$ cat src/rtl/ttx_seq_pkg.sv
package ttx_seq_pkg;

  typedef enum logic [1:0] {
    LS_IDLE = 2'd0,
    LS_WAIT = 2'd1,
    LS_RUN  = 2'd2
  } line_state_e;

  // Cycle, counted from the sync cycle, in which the request first goes high.
  function automatic int unsigned window_start(input int unsigned insert_clks,
                                               input int unsigned pipe_lat,
                                               input int unsigned delay);
    return insert_clks - pipe_lat - delay;
  endfunction

  // A bit is short when its position in the group is a nonzero multiple of the stride.
  function automatic logic short_bit(input int unsigned gpos, input int unsigned stride);
    return (gpos != 0) && ((gpos % stride) == 0);
  endfunction

endpackage

$ cat src/rtl/ttx_line_ctrl.sv
module ttx_line_ctrl
  import ttx_seq_pkg::*;
#(
  parameter int INSERT_CLKS = 275,
  parameter int PIPE_LAT    = 11,
  parameter int DELAY_W     = 4,
  parameter int CNT_W       = 9
) (
  input  logic               clk,
  input  logic               rst_n,
  input  logic               sync,
  input  logic               global_en,
  input  logic               line_en,
  input  logic [DELAY_W-1:0] delay,
  input  logic               line_last,
  output logic               run_active,
  output logic               waiting
);

  line_state_e      st;
  logic [CNT_W-1:0] cnt;
  logic [CNT_W-1:0] open_m1;
  logic             armed;

  assign armed   = global_en & line_en;
  assign open_m1 = CNT_W'(window_start(INSERT_CLKS, PIPE_LAT, int'(delay)) - 1);

  always_ff @(posedge clk or negedge rst_n) begin
    if (!rst_n) begin
      st  <= LS_IDLE;
      cnt <= '0;
    end else if (sync) begin
      st  <= armed ? LS_WAIT : LS_IDLE;
      cnt <= CNT_W'(1);
    end else begin
      case (st)
        LS_WAIT: begin
          cnt <= cnt + CNT_W'(1);
          if (cnt == open_m1) st <= LS_RUN;
        end
        LS_RUN: begin
          if (line_last) st <= LS_IDLE;
        end
        default: ;
      endcase
    end
  end

  assign run_active = (st == LS_RUN);
  assign waiting    = (st == LS_WAIT);

endmodule

$ cat src/rtl/ttx_bit_cadence.sv
module ttx_bit_cadence
  import ttx_seq_pkg::*;
#(
  parameter int LINE_BITS    = 360,
  parameter int GROUP_BITS   = 37,
  parameter int SHORT_STRIDE = 9,
  parameter int LONG_CLKS    = 4,
  parameter int IDX_W        = 9,
  parameter int GPOS_W       = 6,
  parameter int PH_W         = 2
) (
  input  logic             clk,
  input  logic             rst_n,
  input  logic             run_active,
  input  logic             sync,
  output logic             sample_now,
  output logic             bit_first,
  output logic             line_last,
  output logic [IDX_W-1:0] cur_idx
);

  logic [PH_W-1:0]   phase;
  logic [PH_W-1:0]   last_ph;
  logic [GPOS_W-1:0] gpos;
  logic [IDX_W-1:0]  idx;
  logic              is_short;
  logic              bit_last;

  assign is_short   = short_bit(int'(gpos), SHORT_STRIDE);
  assign last_ph    = is_short ? PH_W'(LONG_CLKS - 2) : PH_W'(LONG_CLKS - 1);
  assign bit_last   = (phase == last_ph);
  assign line_last  = run_active && bit_last && (idx == IDX_W'(LINE_BITS - 1));
  assign sample_now = run_active && !sync && (phase == PH_W'(1));
  assign bit_first  = run_active && (phase == '0) && (idx == '0);
  assign cur_idx    = idx;

  always_ff @(posedge clk or negedge rst_n) begin
    if (!rst_n) begin
      phase <= '0;
      gpos  <= '0;
      idx   <= '0;
    end else if (!run_active || sync) begin
      phase <= '0;
      gpos  <= '0;
      idx   <= '0;
    end else if (bit_last) begin
      phase <= '0;
      idx   <= idx + IDX_W'(1);
      gpos  <= (gpos == GPOS_W'(GROUP_BITS - 1)) ? '0 : gpos + GPOS_W'(1);
    end else begin
      phase <= phase + PH_W'(1);
    end
  end

endmodule

$ cat src/rtl/ttx_bit_sampler.sv
module ttx_bit_sampler #(
  parameter int IDX_W = 9
) (
  input  logic             clk,
  input  logic             rst_n,
  input  logic             sample_now,
  input  logic             din,
  input  logic [IDX_W-1:0] idx,
  output logic             strobe,
  output logic             value,
  output logic [IDX_W-1:0] index
);

  always_ff @(posedge clk or negedge rst_n) begin
    if (!rst_n) begin
      strobe <= 1'b0;
      value  <= 1'b0;
      index  <= '0;
    end else begin
      strobe <= sample_now;
      if (sample_now) begin
        value <= din;
        index <= idx;
      end
    end
  end

endmodule

$ cat src/rtl/ttx_req_seq.sv
module ttx_req_seq #(
  parameter int LINE_BITS    = 360,
  parameter int GROUP_BITS   = 37,
  parameter int SHORT_STRIDE = 9,
  parameter int LONG_CLKS    = 4,
  parameter int INSERT_CLKS  = 275,
  parameter int PIPE_LAT     = 11,
  parameter int DELAY_W      = 4,
  localparam int IDX_W       = $clog2(LINE_BITS)
) (
  input  logic               clk,
  input  logic               rst_n,
  input  logic               hsync_lead,
  input  logic               ttx_global_en,
  input  logic               line_ttx_en,
  input  logic [DELAY_W-1:0] src_delay,
  input  logic               ttx_in,
  output logic               ttx_req,
  output logic               bit_strobe,
  output logic               bit_value,
  output logic [IDX_W-1:0]   bit_index
);

  localparam int CNT_W  = $clog2(INSERT_CLKS + 1);
  localparam int GPOS_W = $clog2(GROUP_BITS);
  localparam int PH_W   = $clog2(LONG_CLKS);

  logic             run_active_w;
  logic             waiting_w;
  logic             sample_now_w;
  logic             bit_first_w;
  logic             line_last_w;
  logic [IDX_W-1:0] cur_idx_w;

  ttx_line_ctrl #(
    .INSERT_CLKS (INSERT_CLKS),
    .PIPE_LAT    (PIPE_LAT),
    .DELAY_W     (DELAY_W),
    .CNT_W       (CNT_W)
  ) ctrl_i (
    .clk        (clk),
    .rst_n      (rst_n),
    .sync       (hsync_lead),
    .global_en  (ttx_global_en),
    .line_en    (line_ttx_en),
    .delay      (src_delay),
    .line_last  (line_last_w),
    .run_active (run_active_w),
    .waiting    (waiting_w)
  );

  ttx_bit_cadence #(
    .LINE_BITS    (LINE_BITS),
    .GROUP_BITS   (GROUP_BITS),
    .SHORT_STRIDE (SHORT_STRIDE),
    .LONG_CLKS    (LONG_CLKS),
    .IDX_W        (IDX_W),
    .GPOS_W       (GPOS_W),
    .PH_W         (PH_W)
  ) cad_i (
    .clk        (clk),
    .rst_n      (rst_n),
    .run_active (run_active_w),
    .sync       (hsync_lead),
    .sample_now (sample_now_w),
    .bit_first  (bit_first_w),
    .line_last  (line_last_w),
    .cur_idx    (cur_idx_w)
  );

  ttx_bit_sampler #(
    .IDX_W (IDX_W)
  ) smp_i (
    .clk        (clk),
    .rst_n      (rst_n),
    .sample_now (sample_now_w),
    .din        (ttx_in),
    .idx        (cur_idx_w),
    .strobe     (bit_strobe),
    .value      (bit_value),
    .index      (bit_index)
  );

  assign ttx_req = run_active_w;

endmodule

$ cat config.mk
export PLATFORM = sky130hd
export DESIGN_NAME = ttx_req_seq
export DESIGN_NICKNAME = d
export VERILOG_FILES = /design/src/rtl/ttx_seq_pkg.sv /design/src/rtl/ttx_line_ctrl.sv /design/src/rtl/ttx_bit_cadence.sv /design/src/rtl/ttx_bit_sampler.sv /design/src/rtl/ttx_req_seq.sv
export SDC_FILE = /design/constraint.sdc
export NUM_CORES = 1
export LEC_CHECK = 0
export ABC_AREA = 1
export CAP_MARGIN = 20
export CORE_MARGIN = 2
export CORE_UTILIZATION = 60
export CTS_BUF_LIST = sky130_fd_sc_hd__clkbuf_4
export DETAILED_ROUTE_END_ITERATION = 16
export PLACE_DENSITY = 0.82
export SLEW_MARGIN = 10
export SYNTH_ARGS = -nofsm -noshare
export SYNTH_HDL_FRONTEND = slang
export SYNTH_SLANG_ARGS = --single-unit
$ cat constraint.sdc
create_clock -name clk -period 3.9 [get_ports clk]
set_input_delay 0.78 -clock clk [delete_from_list [all_inputs] [get_ports clk]]
set_output_delay 0.78 -clock clk [all_outputs]
set_load 0.02 [all_outputs]
* Yosys cells after proc, flatten, opt, wreduce, memory -nomap -nowiden *
Index checks and enable logic that the tools add are counted.
Widths: inputs -> output; s select.

cells by class
  $add $sub $neg = 6
  multipliers = 0
  div/mod/pow operators = 1
  magnitude comparators = 0
  eq/ne operators = 9
  shifts and indexed selects = 0
  multiplexer cells = 15
  bitwise logic cells = 1
  reductions and logical operators = 14

operators by type and width
  cell                  number
  $mux 9                4
  $logic_not 32->1      1
  $mod 6x4->32 const B  1
  $add 9x1->9 const B   2
  $mux 6                3
  $mux 2                5
  $eq 9x9->1            1
  $eq 9x9->1 const B    1
  $sub 9x1->9 const B   1
  $sub 9x4->9 const A   1
  $add 6x1->6 const B   1
  $eq 6x6->1 const B    1
  $ne 3x3->1 const B    2
  $reduce_bool 6->1     1
  $logic_and 1x1->1     5
  $eq 2x1->1 const B    2
  $pmux 2 s2            1
  $reduce_bool 2->1     2
  $reduce_and 3->1      1
  $reduce_bool 3->1     1
  $add 2x1->2 const B   1
  $eq 2x2->1            1
  $eq 2x2->1 const B    1
  $logic_not 1->1       2
  3 further kinds       4

storage, ports and cells
  flip-flop bits (word level) = 39
  bits in latches = 0
  memory bits (writable) = 0
  memory bits (read-only) = 0
  input port bits = 10
  output and inout port bits = 12
  word-level logic and storage cells = 54
  memories kept = 0

* Longest topological paths before layout *
Gate-level depths: netlist of run 1.

  word-level depth = 10
  mapped depth = 31
  depth with buffers taken out = 31

* Hierarchy *
From an unflattened synthesis of run 1, not the netlist that was laid out.

unflattened totals
  cell total of the unflattened synthesis = 413
  area, all modules = 2924.1 um^2

by module, submodules not included
  module           instances  cells each  area an instance (um^2)  sequential area each (um^2)
  ttx_bit_cadence  1          277         1851.8                   425.4
  ttx_line_ctrl    1          93          669.4                    275.3
  ttx_bit_sampler  1          43          402.9                    275.3

* Worst setup path after synthesis of run 1 *
No wires, ideal clock.

  path type = flip-flop to flip-flop
  from = register cad_i.gpos[4]
  to = register cad_i.gpos[1]
  setup time = 0.123 ns
  data arrival time = 3.084 ns
  required time = 3.777 ns
  slack = 0.693 ns
  stages on the path, launching flop included = 28
  buffers on the path = 1
  period minus slack after synthesis = 3.207 ns
  cell sequence = dfrtp_1 nor2_2 nand2_4 ha_1 inv_1 nand2_1 nand2_2 nand2_2 nor2_4 inv_2 nand2_4 nand2_1 nand2_1 ha_1 nand3_1 nand2_2 nand4_4 nand2_1 nand2_1 nor2_1 nand2_1 nor2_2 nand3_1 nand3_2 nand2_4 buf_6 nand3_2 o21ai_1

on the way
  cells in the longest elaborated chain, start to end = 6
  elaborated cells between the ends (all ways) = 11
  those cells by class = div: 1; eq/ne: 2; mux: 4; reduce/logical: 4

ends and longest elaborated chain
  element                             RTL line               text
  start: declaration                  ttx_bit_cadence.sv:24  logic [GPOS_W-1:0] gpos;
  start signal: assignment            ttx_bit_cadence.sv:49  gpos <= (gpos == GPOS_W'(GROUP_BITS - 1)) ? '0 : gpos + GPOS_W'(1);
  $mod 6x4->32                        ttx_seq_pkg.sv:18      return (gpos != 0) && ((gpos % stride) == 0);
  $logic_not 32->1                    ttx_seq_pkg.sv:18
  $logic_and 1x1->1                   ttx_seq_pkg.sv:18
  $mux 1                              ttx_bit_cadence.sv:30  assign last_ph = is_short ? PH_W'(LONG_CLKS - 2) : PH_W'(LONG_CLKS - 1);
  $eq 2x2->1                          ttx_bit_cadence.sv:31  assign bit_last = (phase == last_ph);
  $reduce_bool 2->1 (no source line)  --

Parallel ways exist; a longest one is shown, timed or not. The select of a mux whose other input is x is not followed.
A chain may end at the register's enable or synchronous reset.

* Worst setup path in the final report of run 1 *
  from = register cad_i.gpos[4]
  to = register ctrl_i.st[0]

on the way
  cells in the longest elaborated chain, start to end = 9
  elaborated cells between the ends (all ways) = 10
  those cells by class = div: 1; eq/ne: 2; mux: 1; reduce/logical: 6

ends and longest elaborated chain
  element                              RTL line               text
  $mod 6x4->32                         ttx_seq_pkg.sv:18
  $logic_not 32->1                     ttx_seq_pkg.sv:18
  $logic_and 1x1->1 *                  ttx_seq_pkg.sv:18
  $mux 1 *                             ttx_bit_cadence.sv:30
  $eq 2x2->1 *                         ttx_bit_cadence.sv:31
  $logic_and 1x1->1 * (2 in series)    ttx_bit_cadence.sv:32  assign line_last = run_active && bit_last && (idx == IDX_W'(LINE_BITS - 1));
  $ne 3x3->1 (no source line) *        --
  $reduce_and 3->1 (no source line) *  --
  end signal: assignment               ttx_line_ctrl.sv:33    st <= armed ? LS_WAIT : LS_IDLE;
  end: declaration                     ttx_line_ctrl.sv:20    line_state_e st;

Mark *: on every way between the ends. The rest lies on a longest branch, timed or not.

==> results by group, run 1 <==
Finish
  • Ratio of cells with drive above 1 in the final layout: roughly 18%
  • Core Util, Final: between 70 and 80%
  • P&R area growth vs syn: 16.39%
  • Filler Cell Count: roughly 340
  • Ant diodes: 0
  • Post-layout instance area: ~3100 um^2
  • Nets@finish: around 400

Detailed routing
  • DRT iter0 DRCs: 101
  • Routed Antenna Nets: 0
  • Via/cell ratio: between 5 and 6
  • Post-Route WL: 5.705 mm
  • Wirelength per Cell: 13.15 um
  • Via count: about 2400
  • Drt pass-1 iters: 4
  • Post-detailed-route DRC marker count: 0

Place
  • Placed Area: between 2000 and 3000 um^2
  • Detailed placement HPWL: between 4 and 5 mm
  • IO Port Bufs: 21
  • Placer Congestion: between 0.8 and 0.9
  • Setup WS pre-CTS: ~190 ps

Critical path
  • CP max FO: 6
  • Slowest stage cell, crit path: dfrtp_2
  • Slowest cell delay on critical path: ~500 ps
  • Most used cell along the critical path: nand2_1
  • Worst setup EP type: flop
  • WP data required: approximately 4200 ps
  • Startpoint Class: flop
  • Critical Path AT: 3820 ps
  • WS Path Type: flop to flop

STA
  • Slew @ Worst Pin: ~850 ps
  • Fin crit share: around nine tenths
  • Endpoints failing hold: 0
  • Max Transition Viols Final: 0
  • Relative slew slack: between 40% and 50%
  • Final min period: 3572 ps
  • Clock skew: approximately 12 ps
  • Fmax: 280.0 MHz
  • Final setup fails: 0
  • Final setup margin: 328.2 ps

Worst hold path
  • Hold Path Class: flop to flop

Clock tree
  • CTS tree: built
  • H-tree Lvls: 2
  • Clock buffer depth: 2
  • CTS buffer count: 5
  • Worst skew pair latency: between 300 and 400 ps
  • CTS Root Cell: clkbuf_4
  • Clock slew at reported path FFs: between 100 and 150 ps
  • Clock Sinks: 39

Logic synthesis
  • #FFs+latches synth: 39
  • Post-synth top area share: 36.41%
  • Synth Cell Area: about 2700 um^2
  • Syn_area_per_cell: between 7 and 8 um^2
  • Gate count after technology mapping: 350
  • Unique masters post-synth: 37
  • Area leader, netlist: dfrtp_1
  • Post-synthesis sequential area ratio: roughly 36%
  • Synth warn: 0
  • Syn_nets: around 370
  • Largest cells by area after synthesis: dfrtp_1, nand2_1, inv_1, ha_1, xor2_1

Die
  • Initial Util: approximately three fifths
  • Core Box Area: roughly 4300 um^2
  • I/O pin total: 22
  • Die area: 5018 um^2
  • Overall die width: between 70 and 80 um
  • Placement Rows: 24
  • Die H: between 70 and 80 um

Run status
  • Outcome: complete, no violations

Global route
  • Largest net degree at the start of global routing: 40
  • GR Layer Usage met1: around 28%
  • Met2 Usage GRT: a little under two fifths
  • GRT busiest layer: met2
  • Number of global-route vias before repair: 2110
  • Gr usage total: between 20% and 30%
  • Total gr overflow: 0
  • Grt met3 use: under 10%
  • First-pass GRT wire length: 9.066 mm
  • Antenna violations before repair: 0

Job
  • Max-cap viol count: 0

Pwr
  • Leak pwr: 1.433 nW
  • Power per cell area: around 260 nW/um^2
  • Max IR drop VDD: 275.6 uV
per-layer routing:
layer,up-vias,part of all wire [%]
met5,-,0
met4,0,1.8
met3,9,3.1
met2,47,50
met1,1110,45
li1,1219,-
stage by stage:
stage / TNS [ps] / hold WS, ps / power [mW] / cells
floorplan: 0 / 441.9 / 0.5496 / 350
CTS: 0 / 497.3 / 0.8068 / 425
finish: 0 / 491.9 / 0.8213 / 434
detailed placement: 0 / 464.3 / 0.5962 / 417
global route: -25.02 / 508.7 / 0.8624 / 434
global placement: 0 / 462.7 / 0.5916 / 417
cell usage after synthesis:
cell type and count:
o211ai_1 2, a21oi_4 1, nand2_1 78, nor2_4 4
o21ai_0 16, inv_1 42, nor3_1 5, nand2_4 3
clkbuf_1 4, nand3_2 7, nor4_1 3, ha_1 11
a211oi_1 1, buf_6 2, nor4b_1 1, a21oi_1 10
nor3b_1 1, nand3b_1 6, buf_2 1, a22oi_1 1
a22o_1 1, nor2_2 5, nand4_1 8, nor2_1 23
clkinv_1 1, nand4_4 1, xor2_1 13, a32o_1 1
o21ai_2 2, nand3_1 21, o21bai_1 1, o2111ai_1 1
dfrtp_1 39, or2_2 2, inv_2 6, nand2_2 11
o21ai_1 15
registers in the layout (all words and copies together) (netlist names):
register       cells
cad_i.phase        2
ctrl_i.cnt         9
cad_i.cur_idx      9
cad_i.gpos         6
smp_i.strobe       1
ctrl_i.st          2
smp_i.index        9
smp_i.value        1
final timing paths:
check / start / endpoint / slack [ps] / depth (start not counted)
worst max-delay path: cad_i.gpos[4] / ctrl_i.st[0] / 330 / 26
worst min-delay path: ctrl_i.st[1] / ctrl_i.st[1] / 490 / 2
worst max register to register: cad_i.gpos[4] / ctrl_i.st[0] / 330 / 26
worst min register to register: ctrl_i.st[1] / ctrl_i.st[1] / 490 / 2
max in group asynchronous: rst_n / cad_i.gpos[2] / 2790 / 1
min in group asynchronous: rst_n / ctrl_i.cnt[5] / 520 / 1
power by group:
part	leakage (nW)	switching, mW	internal [mW]	total [mW]
combinational	0.869	0.0971	0.0668	0.164
clock	0.0317	0.133	0.0765	0.210
sequential	0.532	0.0212	0.426	0.448
critical path, delay by kind of cell, from the launching register on:
family                   cells  cell delay [ps]
buffers and inverters        2              130
flip-flops                   1              490
adder cells (fa/ha/maj)      2              450
AND/OR/NAND/NOR             22             2400
final cells by class:
cell class	instances	area, um^2	area share, %
multi-input cells	258	1556	49.90
flip-flops and latches	39	980.9	31.45
clock buffers	6	45.04	1.444
repair buffers	28	270.3	8.664
clock inverters	2	12.51	0.4011
inverters	49	188.9	6.057
well taps	52	65.06	2.086
cells in the final DEF, fill, tap and decap left out, types with 2 or more instances in the layout:
cell,n
a21oi_1,10
buf_4,6
clkbuf_4,6
clkdlybuf4s50_1,20
dfrtp_1,35
dfrtp_2,4
ha_1,10
inv_1,42
inv_2,4
inv_4,2
nand2_1,74
nand2_2,15
nand2_4,4
nand3_1,21
nand3_2,6
nand3b_1,6
nand4_1,8
nor2_1,23
nor2_2,2
nor2_4,7
nor3_1,5
nor4_1,3
o211ai_1,2
o21ai_0,15
o21ai_1,16
o21ai_2,2
or2_2,2
xor2_1,13
cells by family (layout without fill, tap and decap cells):
| kind of cell | count (synthesis) | after routing | share of synthesized area (%) |
|---|---|---|---|
| compound gates | 52 | 52 | 11.35 |
| buf+inv | 56 | 85 | 8.449 |
| flops | 39 | 39 | 36.41 |
| simple gates | 179 | 182 | 34.41 |
| fa+ha+maj | 11 | 11 | 5.135 |
| xor+xnor | 13 | 13 | 4.248 |
what timing repair did:
item / in CTS / in global routing
endpoints found under the setup margin: 0 / 19
hold buffers: 0 / 0
buffers inserted: 0 / 6
resized for setup: 0 / 17
Power figures use the tool's default switching activity.
==> run 2: changes to the inputs <==
--- a/config.mk
+++ b/config.mk
@@ -11,8 +11,9 @@
 export CORE_UTILIZATION = 60
 export CTS_BUF_LIST = sky130_fd_sc_hd__clkbuf_4
 export DETAILED_ROUTE_END_ITERATION = 16
-export PLACE_DENSITY = 0.82
+export PLACE_DENSITY = 0.81
 export SLEW_MARGIN = 10
 export SYNTH_ARGS = -nofsm -noshare
 export SYNTH_HDL_FRONTEND = slang
+export SYNTH_HIERARCHICAL = 1
 export SYNTH_SLANG_ARGS = --single-unit
==> results by group, run 2 <==
Run status
  • Outcome: complete, no violations

Worst hold path
  • Hold Path Class: flop to flop
  • Hold wc startpoint: smp_i/index[5]
  • Hold Path Depth: 2 (unchanged)
  • Hold Path End: smp_i/index[5]

STA
  • Clock skew: 13.98 ps (+2.089 ps)
  • Final min period: 3544 ps (-28.15 ps)
  • Slew @ Worst Pin: 873.1 ps (+27.58 ps)
  • Fin crit share: 90.86% (-0.72 points)
  • Fmax: 282.2 MHz (+0.79%)
  • Endpoints failing hold: 0 (unchanged)
  • Final setup fails: 0 (unchanged)
  • Final setup margin: 356.4 ps (+28.15 ps)
  • Relative slew slack: 41.79% (-1.8 points)
  • Max Transition Viols Final: 0 (unchanged)
  • Hold Slack: 483.1 ps (-8.814 ps)

Die
  • Placement Rows: 25 (+4.2%)
  • I/O pin total: 22 (unchanged)
  • Overall die width: 73.53 um (+3.8%)
  • Initial Util: 61.81% (-0.17 points)
  • Die area: 5406 um^2 (+7.7%)
  • Die H: 73.53 um (+3.8%)
  • Core Box Area: 4692 um^2 (+8.5%)

Detailed routing
  • Routed wl met2: 3.296 mm (+14%)
  • Wirelength per Cell: 12.51 um (-4.9%)
  • Via count: 2651 (+11%)
  • Drt pass-1 iters: 4 (unchanged)
  • Via/cell ratio: 5.345 (-2.7%)
  • Wl on met1: 2.668 mm (+4.8%)
  • Routed Antenna Nets: 0 (unchanged)
  • Routed wl met3: 167 um (-4.6%)
  • Post-Route WL: 6.203 mm (+8.7%)
  • Top Layer Used: met4
  • Post-detailed-route DRC marker count: 0 (unchanged)
  • DRT iter0 DRCs: 64 (-37%)

Place
  • Placer Congestion: 0.8486 (-3.8%)
  • Placed Cells: 477 (+14%)
  • IO Port Bufs: 21 (unchanged)
  • Placed Area: 3122 um^2 (+7.1%)
  • Detailed placement HPWL: 4.484 mm (+10%)
  • Setup WS pre-CTS: 253.5 ps (+64.54 ps)

Critical path
  • Reg-to-reg slack, setup: 360 ps (+30 ps)
  • CP max FO: 8 (+2)
  • Reg2reg end: ctrl_i/st[1]
  • WP data required: 4140 ps (about the same)
  • Critical Path AT: 3780 ps (-40 ps)
  • R2r worst-path depth: 26 (unchanged)
  • Startpoint Class: flop
  • WS Path Type: flop to flop
  • Worst setup EP type: flop
  • R2r startpoint: cad_i/gpos[2]

Finish
  • P&R area growth vs syn: 15.40%
  • Commonest non-fill, non-tap cell in the layout: nand2_1
  • Ratio of cells with drive above 1 in the final layout: 16.74% (-1.6 points)
  • Post-layout instance area: 3347 um^2 (+7.3%)
  • Final cell count without fillers: 496 (+14%)
  • Ant diodes: 0 (unchanged)
  • Leading cell types in the layout, fill and taps excluded: nand2_1, inv_1, nand3_1
  • Nets@finish: 464 (+15%)

Pwr
  • Pwr Total: 799.2 uW (-2.7%)
  • Max IR drop VDD: 285.9 uV (+3.7%)
  • Leak pwr: 1.711 nW (+19%)
  • Power per cell area: 238.8 nW/um^2 (-9.3%)

Clock tree
  • Clock Sinks: 39 (unchanged)
  • CTS Root Cell: clkbuf_4
  • H-tree Lvls: 2 (unchanged)
  • CTS tree: built
  • CTS buffer count: 5 (unchanged)
  • Clock buffer depth: 2 (unchanged)
  • Worst skew pair latency: 350 ps (about the same)
  • Clock slew at reported path FFs: 120 ps (about the same)

Logic synthesis
  • Syn_nets: 431 (+16%)
  • Synth warn: 6 (+6)
  • Gate count after technology mapping: 408 (+17%)
  • Syn_area_per_cell: 7.109 um^2 (-7.2%)
  • Synth Cell Area: 2900 um^2 (+8.2%)

Global route
  • First-pass GRT wire length: 10.49 mm (+16%)
  • Antenna violations before repair: 0 (unchanged)
  • Number of global-route vias before repair: 2437 (+15%)
  • Total gr overflow: 0 (unchanged)
  • Largest net degree at the start of global routing: 40 (unchanged)
  • Gr usage total: 24.43% (+2.0 points)

Job
  • Max-cap viol count: 0 (unchanged)
-- run 2: metal layers --
| metal | vias to the layer above | track usage [%] |
|---|---|---|
| li1 | 1351 | - |
| met1 | 1256 | 30.19 |
| met2 | 35 | 43.35 |
| met3 | 9 | 4.390 |
| met4 | 0 | 7.071 |
| met5 | - | 0 |
-- run 2: how the worst max path moves through the flow --
stage / startpoint / end / slack, ps / cells past startpoint
2_1_floorplan: cad_i/gpos[2] / ctrl_i/st[1] / 310 / 29
3_3_place_gp: cad_i/gpos[4] / ctrl_i/st[1] / 390 / 27
3_5_place_dp: cad_i/gpos[3] / ctrl_i/st[1] / 250 / 26
4_1_cts: cad_i/gpos[3] / ctrl_i/st[1] / 230 / 26
5_1_grt: cad_i/gpos[2] / ctrl_i/st[1] / -20 / 28
6_report: cad_i/gpos[2] / ctrl_i/st[1] / 360 / 26
-- run 2: where the power goes --
group | switching, mW | total (mW) | leakage, nW | internal (mW)
Clock | 0.135 | 0.342 | 0.0559 | 0.207
Combinational | 0.0266 | 0.0432 | 1.12 | 0.0166
Sequential | 0.00535 | 0.414 | 0.535 | 0.409
-- run 2: timing repair --
| item | in CTS | in global routing |
|---|---|---|
| setup buffers | 0 | 11 |
| gates resized for setup | 0 | 9 |
| setup endpoints to repair | 0 | 7 |
| hold buffers | 0 | 0 |
-- run 2: worst max-delay path, stage by stage (launching register included) --
cell and delay, ps:
dfrtp_2 470, nor2_4 150, nand2_2 80, ha_1 270, inv_1 50, nand2_1 50, nand2_2 90, nand2_1 90
nor2_2 160, nand2_4 100, nand2_2 110, nand2_1 70, nand2_2 130, ha_4 160, nand3_4 90, a21oi_4 190
nand3_2 140, nand2_1 90, nand2_1 60, nor3_2 190, nand2_1 90, nand2_2 80, nand3_4 100, nor3_4 130
inv_1 80, o211ai_1 140, o21ai_0 100
-- run 2: cell type report --
type / count / area (um^2)
multi-input cells: 310 / 1697
fillers: 380 / 1345
flip-flops and latches: 39 / 979.7
repair buffers: 35 / 310.3
inverters: 50 / 187.7
well taps: 54 / 67.56
clock inverters: 2 / 60.06
clock buffers: 6 / 45.04
-- run 2: stage by stage --
stage	util (%)	setup TNS, ps
2_1_floorplan	-	0
3_3_place_gp	66.53	0
3_5_place_dp	66.53	0
4_1_cts	68.77	0
5_1_grt	71.33	-24.91
6_report	71.33	0
==> run 3: changes to the inputs <==
--- a/config.mk
+++ b/config.mk
@@ -8,10 +8,9 @@
 export ABC_AREA = 1
 export CAP_MARGIN = 20
 export CORE_MARGIN = 2
-export CORE_UTILIZATION = 60
+export CORE_UTILIZATION = 45
 export CTS_BUF_LIST = sky130_fd_sc_hd__clkbuf_4
 export DETAILED_ROUTE_END_ITERATION = 16
-export PLACE_DENSITY = 0.81
 export SLEW_MARGIN = 10
 export SYNTH_ARGS = -nofsm -noshare
 export SYNTH_HDL_FRONTEND = slang
==> results by group, run 3 (synthesized netlist as in run 2, its figures left out) <==
Run status
  • Outcome: complete, no violations

Pwr
  • Psw: 153.7 uW (-7.9%)
  • Leak pwr: 1.677 nW (-2.0%)
  • Flop pwr share: 64.4% (+13 points)
  • Power per cell area: 193.4 nW/um^2 (-19%)
  • Logic pwr share: 6.5% (+1.1 points)
  • Max IR drop VDD: 184.6 uV (-35%)
  • Int Power: 488.7 uW (-23%)
  • Switch share: 23.93% (+3.0 points)
  • Clock share of power: 29.1% (-14 points)

STA
  • Fin crit share: 91.64% (+0.78 points)
  • Fmax: 279.8 MHz (-0.85%)
  • Hold Slack: 478.0 ps (-5.106 ps)
  • Clock skew: 5.730 ps (-8.249 ps)
  • Slew @ Worst Pin: 862.6 ps (-10.51 ps)
  • Setup tns final: 0 ps (unchanged)
  • Endpoints failing hold: 0 (unchanged)
  • Final min period: 3574 ps (+30.33 ps)
  • Max Transition Viols Final: 0 (unchanged)
  • Relative slew slack: 42.49% (+0.70 points)
  • Final setup fails: 0 (unchanged)

Place
  • Detailed placement HPWL: 4.434 mm (-1.1%)
  • Placer Congestion: 0.8208 (-3.3%)
  • Placed Area: 3158 um^2 (+1.2%)
  • IO Port Bufs: 21 (unchanged)

Die
  • Placement Rows: 29 (+16%)
  • Initial Util: 46.20% (-16 points)
  • Die H: 84.28 um (+15%)
  • Core Box Area: 6277 um^2 (+34%)
  • I/O pin total: 22 (unchanged)
  • Die area: 7103 um^2 (+31%)
  • Overall die width: 84.28 um (+15%)

Finish
  • Core Util, Final: 52.90% (-18 points)
  • Leading cell types in the layout, fill and taps excluded: nand2_1, inv_1, nand3_1
  • Nets@finish: 466 (+0.43%)
  • Post-layout instance area: 3321 um^2 (-0.79%)
  • Ant diodes: 0 (unchanged)
  • P&R area growth vs syn: 14.50%
  • Filler Cell Count: 633 (+67%)
  • Commonest non-fill, non-tap cell in the layout: nand2_1
  • Ratio of cells with drive above 1 in the final layout: 16.48% (-0.26 points)

Global route
  • Gr usage total: 18.47% (-6.0 points)
  • Total gr overflow: 0 (unchanged)
  • Number of global-route vias before repair: 2522 (+3.5%)
  • Largest net degree at the start of global routing: 40 (unchanged)
  • First-pass GRT wire length: 10.95 mm (+4.4%)
  • Antenna violations before repair: 0 (unchanged)

Critical path
  • CP max FO: 9 (+1)
  • Worst setup EP type: flop
  • WP depth: 26 (unchanged)
  • R2r worst-path depth: 26 (unchanged)
  • WP data required: 4140 ps (about the same)
  • Most used cell along the critical path: nand2_1
  • Top delay family on crit path: simple AND/OR/NAND/NOR gates
  • Slowest stage cell, crit path: dfrtp_2
  • Critical Path AT: 3810 ps (+30 ps)
  • Startpoint Class: flop
  • WS Path Type: flop to flop
  • Slowest cell delay on critical path: 480 ps (about the same)
  • Critical path buffers and inverters: 5 (+3)

Clock tree
  • H-tree Lvls: 2 (unchanged)
  • Clock Sinks: 39 (unchanged)
  • Clock buffer depth: 2 (unchanged)
  • Clock slew at reported path FFs: 110 ps (about the same)
  • CTS Root Cell: clkbuf_4
  • Worst skew pair latency: 340 ps (about the same)
  • CTS buffer count: 5 (unchanged)
  • Hold buffers post-CTS: 0 (unchanged)
  • CTS tree: built

Detailed routing
  • Via/cell ratio: 5.012 (-6.2%)
  • DRT iter0 DRCs: 109 (+70%)
  • Post-Route WL: 6.057 mm (-2.4%)
  • Via count: 2606 (-1.7%)
  • Wirelength per Cell: 11.65 um (-6.9%)
  • Post-detailed-route DRC marker count: 0 (unchanged)
  • Drt pass-1 iters: 5 (+1)
  • Routed Antenna Nets: 0 (unchanged)

Worst hold path
  • Hold Path Depth: 2 (unchanged)
  • Hold Path Class: flop to flop

Job
  • Max-cap viol count: 0 (unchanged)
-- run 3: tightest hold or removal path: cells and delay by family, from the launching register on --
family / cells / cell delay, ps
DFF: 1 / 360
and+or+nand+nor: 2 / 100
-- run 3: stage by stage --
| step | setup WS (ps) | cells | total power [mW] |
|---|---|---|---|
| after floorplan | 314.4 | 408 | 0.4411 |
| after global placement | 236.3 | 501 | 0.4632 |
| after detailed placement | 67.92 | 501 | 0.4642 |
| after CTS | 60.27 | 508 | 0.6560 |
| after global routing | -18.42 | 520 | 0.6811 |
| final | 326.0 | 520 | 0.6424 |
-- run 3: power by group through the flow --
stage               registers, mW  clock network (mW)  logic (mW)
floorplan                   0.421                   0      0.0202
global placement            0.421                   0      0.0420
detailed placement          0.421                   0      0.0428
CTS                         0.414               0.200      0.0428
global route                0.414               0.218      0.0492
finish                      0.414               0.187      0.0417
-- run 3: worst paths after layout --
check                              endpoint  slack [ps]           start
setup / recovery           cad_i/cur_idx[6]         330   cad_i/gpos[2]
hold / removal               smp_i/index[5]         480  smp_i/index[5]
setup reg to reg           cad_i/cur_idx[6]         330   cad_i/gpos[2]
hold reg to reg              smp_i/index[5]         480  smp_i/index[5]
max in group asynchronous     cad_i/gpos[2]        2770           rst_n
min in group asynchronous     ctrl_i/cnt[7]         540           rst_n
-- run 3: area by class of cell --
| cell class | count | area (um^2) | area share, % |
|---|---|---|---|
| clock buffers | 5 | 37.54 | 1.130 |
| flip-flops and latches | 39 | 978.4 | 29.46 |
| repair buffers | 37 | 325.3 | 9.797 |
| clock inverters | 2 | 8.758 | 0.2638 |
| multi-input cells | 310 | 1687 | 50.79 |
| inverters | 50 | 187.7 | 5.652 |
| well taps | 77 | 96.34 | 2.901 |
-- run 3: timing repair --
action | 4_1_cts | 5_1_grt
buffers inserted | 0 | 12
setup endpoints to repair | 0 | 19
resized for setup | 0 | 8
-- run 3: per-layer routing --
metal	wire, um	global-route usage [%]
met1	2763	22.89
met2	2989	32.18
met3	146	1.967
met4	158	8.651
met5	0	0
